`config.mk`:
```
export PLATFORM = sky130hd
export DESIGN_NAME = irq_prio_select
export DESIGN_NICKNAME = d
export VERILOG_FILES = /design/src/rtl/irq_sel_pkg.sv /design/src/rtl/irq_cand_build.sv /design/src/rtl/irq_prio_scan.sv /design/src/rtl/irq_cpu_port.sv /design/src/rtl/irq_prio_select.sv
export SDC_FILE = /design/constraint.sdc
export NUM_CORES = 2
export LEC_CHECK = 0
export CAP_MARGIN = 20
export CORE_AREA = 3 3 493 495
export DETAILED_ROUTE_END_ITERATION = 10
export DIE_AREA = 0 0 496 498
export GPL_ROUTABILITY_DRIVEN = 0
export PLACE_DENSITY = 0.54
export SLEW_MARGIN = 20
export SYNTH_ARGS = -nofsm -noshare
export SYNTH_HDL_FRONTEND = slang
export SYNTH_HIERARCHICAL = 1
export SYNTH_SLANG_ARGS = --single-unit
```
`constraint.sdc`:
```
create_clock -name clk -period 355.6 [get_ports clk]
set_input_delay 53.34 -clock clk [delete_from_list [all_inputs] [get_ports clk]]
set_output_delay 53.34 -clock clk [all_outputs]
set_load 0.02 [all_outputs]
```
`src/rtl/irq_sel_pkg.sv`:
```
// Shared constants and types for the highest priority interrupt selector.
// Assumes 8-bit priorities and a 10-bit interrupt ID space.
package irq_sel_pkg;
    localparam int PRIO_W   = 8;
    localparam int ID_W     = 10;
    localparam int PRIV_N   = 32;   // banked IDs 0..31 (software + private)
    localparam int SPURIOUS = 1023;

    typedef logic [PRIO_W-1:0] prio_t;
    typedef logic [ID_W-1:0]   id_t;
endpackage

```
`src/rtl/irq_cand_build.sv`:
```
// Builds the candidate list of one processor: a qualify bit and a priority
// for every ID, banked IDs first, then shared IDs filtered by the target mask.
// Assumes CPU_IDX < 8 so that it indexes into the 8-bit target byte.
module irq_cand_build
    import irq_sel_pkg::*;
#(
    parameter int CPU_IDX    = 0,
    parameter int NUM_SHARED = 32,
    localparam int TOTAL     = PRIV_N + NUM_SHARED
) (
    input  logic [PRIV_N-1:0]            bank_pend,
    input  logic [PRIV_N-1:0]            bank_en,
    input  logic [PRIV_N*PRIO_W-1:0]     bank_prio,
    input  logic [NUM_SHARED-1:0]        spi_pend,
    input  logic [NUM_SHARED-1:0]        spi_en,
    input  logic [NUM_SHARED*PRIO_W-1:0] spi_prio,
    input  logic [NUM_SHARED*8-1:0]      spi_tgt,
    output logic [TOTAL-1:0]             cand_vld,
    output logic [TOTAL*PRIO_W-1:0]      cand_prio
);
    // Banked entries: pending and enabled from this processor's own copy.
    genvar i;
    generate
        for (i = 0; i < PRIV_N; i++) begin : g_bank
            assign cand_vld[i] = bank_pend[i] & bank_en[i];
            assign cand_prio[i*PRIO_W +: PRIO_W] = bank_prio[i*PRIO_W +: PRIO_W];
        end
        // Shared entries: also need this processor's bit in the target byte.
        for (i = 0; i < NUM_SHARED; i++) begin : g_shared
            assign cand_vld[PRIV_N+i] = spi_pend[i] & spi_en[i] & spi_tgt[i*8 + CPU_IDX];
            assign cand_prio[(PRIV_N+i)*PRIO_W +: PRIO_W] = spi_prio[i*PRIO_W +: PRIO_W];
        end
    endgenerate
endmodule

```
`src/rtl/irq_prio_scan.sv`:
```
// Scans candidates in ascending ID order and keeps the first one whose
// priority is strictly below the running best, starting from the threshold.
// Assumes N fits the ID space below the spurious code.
module irq_prio_scan
    import irq_sel_pkg::*;
#(
    parameter int N = 64
) (
    input  logic [N-1:0]        cand_vld,
    input  logic [N*PRIO_W-1:0] cand_prio,
    input  prio_t               thresh,
    output logic                sel_vld,
    output id_t                 sel_id,
    output prio_t               sel_prio
);
    // Linear strict-less scan; the lowest ID keeps a tie.
    always_comb begin
        sel_vld  = 1'b0;
        sel_id   = id_t'(SPURIOUS);
        sel_prio = thresh;
        for (int k = 0; k < N; k++) begin
            if (cand_vld[k] && (cand_prio[k*PRIO_W +: PRIO_W] < sel_prio)) begin
                sel_vld  = 1'b1;
                sel_id   = id_t'(k);
                sel_prio = cand_prio[k*PRIO_W +: PRIO_W];
            end
        end
    end
endmodule

```
`src/rtl/irq_cpu_port.sv`:
```
// Output register stage of one processor: holds the selected ID and drives
// the request line when both enables allow it. Synchronous active-low reset.
module irq_cpu_port
    import irq_sel_pkg::*;
#(
    parameter int TOTAL = 64
) (
    input  logic clk,
    input  logic rst_n,
    input  logic dist_en,
    input  logic cpu_en,
    input  logic sel_vld,
    input  id_t  sel_id,
    output id_t  hi_id,
    output logic irq_req
);
    // Capture the selection and gate the request with both enables.
    always_ff @(posedge clk) begin
        if (!rst_n) begin
            hi_id   <= id_t'(SPURIOUS);
            irq_req <= 1'b0;
        end else begin
            hi_id   <= sel_vld ? sel_id : id_t'(SPURIOUS);
            irq_req <= sel_vld & dist_en & cpu_en;
        end
    end


    irq_gate_chk: assert property (@(posedge clk) disable iff (!rst_n)
        irq_req |-> $past(dist_en && cpu_en));

    irq_has_id_chk: assert property (@(posedge clk) disable iff (!rst_n)
        irq_req |-> (hi_id != id_t'(SPURIOUS)));

    id_range_chk: assert property (@(posedge clk) disable iff (!rst_n)
        (hi_id == id_t'(SPURIOUS)) || (int'(hi_id) < TOTAL));
endmodule

```
`src/rtl/irq_prio_select.sv`:
```
// Top: per-processor highest priority interrupt selection over banked
// software/private IDs 0..31 and shared IDs 32 upward.
// Assumes NUM_CPU <= 8 and 32 + NUM_SHARED <= 1020.
module irq_prio_select
    import irq_sel_pkg::*;
#(
    parameter int NUM_CPU    = 2,
    parameter int NUM_SHARED = 32,
    localparam int TOTAL     = PRIV_N + NUM_SHARED
) (
    input  logic                          clk,
    input  logic                          rst_n,
    input  logic                          dist_en,
    input  logic [NUM_CPU-1:0]            cpu_en,
    input  logic [NUM_CPU*PRIO_W-1:0]     cpu_pmask,
    input  logic [NUM_CPU*PRIV_N-1:0]     priv_pend,
    input  logic [NUM_CPU*PRIV_N-1:0]     priv_en,
    input  logic [NUM_CPU*PRIV_N*PRIO_W-1:0] priv_prio,
    input  logic [NUM_SHARED-1:0]         spi_pend,
    input  logic [NUM_SHARED-1:0]         spi_en,
    input  logic [NUM_SHARED*PRIO_W-1:0]  spi_prio,
    input  logic [NUM_SHARED*8-1:0]       spi_tgt,
    output logic [NUM_CPU-1:0]            irq_req,
    output logic [NUM_CPU*ID_W-1:0]       hi_id
);
    genvar c;
    generate
        for (c = 0; c < NUM_CPU; c++) begin : g_cpu
            logic [TOTAL-1:0]        cand_vld;
            logic [TOTAL*PRIO_W-1:0] cand_prio;
            logic                    sel_vld;
            id_t                     sel_id;
            prio_t                   sel_prio;
            id_t                     id_q;
            prio_t                   pmask;

            assign pmask = cpu_pmask[c*PRIO_W +: PRIO_W];

            irq_cand_build #(.CPU_IDX(c), .NUM_SHARED(NUM_SHARED)) u_build (
                .bank_pend (priv_pend[c*PRIV_N +: PRIV_N]),
                .bank_en   (priv_en[c*PRIV_N +: PRIV_N]),
                .bank_prio (priv_prio[c*PRIV_N*PRIO_W +: PRIV_N*PRIO_W]),
                .spi_pend  (spi_pend),
                .spi_en    (spi_en),
                .spi_prio  (spi_prio),
                .spi_tgt   (spi_tgt),
                .cand_vld  (cand_vld),
                .cand_prio (cand_prio)
            );

            irq_prio_scan #(.N(TOTAL)) u_scan (
                .cand_vld  (cand_vld),
                .cand_prio (cand_prio),
                .thresh    (pmask),
                .sel_vld   (sel_vld),
                .sel_id    (sel_id),
                .sel_prio  (sel_prio)
            );

            irq_cpu_port #(.TOTAL(TOTAL)) u_port (
                .clk     (clk),
                .rst_n   (rst_n),
                .dist_en (dist_en),
                .cpu_en  (cpu_en[c]),
                .sel_vld (sel_vld),
                .sel_id  (sel_id),
                .hi_id   (id_q),
                .irq_req (irq_req[c])
            );

            assign hi_id[c*ID_W +: ID_W] = id_q;


            below_mask_chk: assert property (@(posedge clk) disable iff (!rst_n)
                sel_vld |-> (sel_prio < pmask));

            sel_qualified_chk: assert property (@(posedge clk) disable iff (!rst_n)
                sel_vld |-> cand_vld[sel_id]);
        end
    endgenerate
endmodule

```
==> results <==
- At the worst endpoint, the required time is 355.69 ns.
- Hold repair after CTS inserted 0 buffers.
- The kind of start point of the critical path is an input pin.
- After routing, the total negative slack on setup checks comes to 0 ns.
- The area growth from synthesis to layout is 10.1%.
- The mean area per synthesized cell is approximately 7 um2.
- The core footprint is 0.238 mm2.
- The net count after synthesis is between 9000 and 10000.
- Once detail routing completed, the nets flagged for antenna violations numbered 0.
- The total setup buffers inserted after CTS is 0.
- The clock tree buffer depth is 2.
- The floorplan row count is between 150 and 200.
- The maximum number of pins on one net before global-route repair is 23.
- The signal arrival time at the worst endpoint is just under 200 ns.
- The cell sitting at the root of the clock tree is a sky130_fd_sc_hd__clkbuf_16.
- The first-pass GRT wire length is 360000 um.
- Wires add up to approximately 250000 um.
- In the final layout, the share of cells above drive strength 1 is between 10% and 20%.
- Post-CTS repair changed the size of 0 cells.
- The area of the die is about 0.25 mm2.
- The detailed-route DRC error count is 0.
- On the worst path, the slowest cell contributes a delay of between 0.8 and 0.9 ns.
- Counting stages on the worst path, the most repeated cell is sky130_fd_sc_hd__ha_1.
- The leading cell type in the layout, fill and taps excluded is sky130_fd_sc_hd__clkdlybuf4s50_1.
- Measured along the x axis, the die boundary spans between 400 and 500 um.
- After detailed routing, the average wire length per cell comes to around 22 um.
- Setup violations remaining at the end of the flow were counted as 0.
- Of all nets on the critical path, the largest fanout is 21.
- The number of cells after detailed placement is between 10000 and 15000.
- Port buffering added 1066 buffers.
- The tightest min-delay check is of the in -> reg type.
- Setup repair after global routing left no endpoint under its margin.
- Leaving out fill and tap cells, the most frequent cells in the layout are sky130_fd_sc_hd__clkdlybuf4s50_1, sky130_fd_sc_hd__nand2_1, sky130_fd_sc_hd__ha_1.
- Global routing finished with a remaining overflow of 0.
- The number of global-route vias before repair came to roughly 56000.
- Across the run, the number of max-cap violations was 0.
- The final clock period utilization by the worst path is between 50% and 60%.
- The clock sink total is 22.
- The total CTS buffers is 3.
- The detailed-router iteration count before antenna repair is 6.
- The post-detailed-placement half-perimeter wirelength is approximately 220000 um.
- The highest achievable clock rate is 5.09 MHz.
- The vertical die dimension is 498 um.
- The initial DRC count is 4004.
- The hold violation total from the final report is 0.
- For this run, the total global-route usage over all layers was measured as a little under a fifth.
- The number of cells in the finished layout apart from fillers is approximately 11000.
- The initial antenna violation count is ~160.
- For this design the top-level I/O count stands at roughly 1300.
- The slowest stage cell on the critical path is sky130_fd_sc_hd__o21ai_1.
- The worst slew slack as a fraction of its limit is roughly 29%.
- The via count normalized by instance count is 5.24.
- At the pin with the least slew margin, the transition time is roughly 1.1 ns.
- TritonCTS built the clock tree.
- The via count is about 60000.
- The critical path is of the in -> reg type.
- The routed design could run at a clock period as short as between 150 and 200 ns.
- The count of H-tree levels built during CTS is 1.
- The final layout contains between 9000 and 10000 nets.
- Yosys printed 6 warnings.
- The initial core utilization is 24.3%.
- The final max-slew violation count is 0.
- In the synthesized netlist, the number of instances is between 8000 and 9000.
- The flow ran to the end, and the final reports show no timing, DRC or antenna violations.
- After clock tree synthesis, the clock-pin slew on the worst setup and hold paths is roughly 0.080 ns.
- The synthesized area is between 0.05 and 0.06 mm2.
- The critical path capture point type is a register.
## final timing paths
| check | start | endpoint | slack (ns) | depth (start not counted) |
|---|---|---|---|---|
| max | cpu_pmask[2] | g_cpu[0].u_port/hi_id[5] | 159.12 | 591 |
| min | rst_n | g_cpu[0].u_port/hi_id[9] | 53.52 | 2 |
## metrics by stage
| stage | worst slack, ns | util (%) | hold slack, ns | cell area, um2 |
|---|---|---|---|---|
| finish | 159.12 | 26.7 | 53.52 | 63600 |
| global route | 148.22 | 26.7 | 53.55 | 63500 |
| CTS | 160.61 | 26.6 | 53.64 | 63400 |
| detailed placement | 160.72 | 26.6 | 53.95 | 63300 |
| global placement | 162.75 | 26.6 | 53.95 | 63300 |
| floorplan | 188.21 | - | 53.51 | 57800 |
## per-layer routing
layer	vias to the layer above	track usage [%]	wire, um
li1	28400	-	-
met1	27700	23.2	105000
met2	2011	32.0	115000
met3	365	4.90	19700
met4	110	5.93	8500
met5	-	0	767
## sequential cells by signal, summed over array words and instances, names as in the netlist
signal and count:
g_cpu.u_port/hi_id 20, g_cpu.u_port/irq_req 2
## layout make-up
cell class	instances	area (um2)
Antenna cell	76	190
Clock buffer	3	75.1
Clock inverter	1	30.0
Fill cell	26200	175000
Inverter	603	2270
Multi-Input combinational cell	6218	45800
Sequential cell	22	440
Tap cell	3167	3960
Timing Repair Buffer	1088	10800
## worst max-delay path: cells and delay by family
family	cells	cell delay (ns)
and+or+nand+nor	215	46.82
AOI/OAI and AO/OA	245	62.74
adders and majority gates	64	19.51
muxes	26	8.20
buffers and inverters	41	5.42
Power is left out: the tool's default activity adds up to more than one toggle a clock period on the data nets, which glitch-free logic cannot reach.
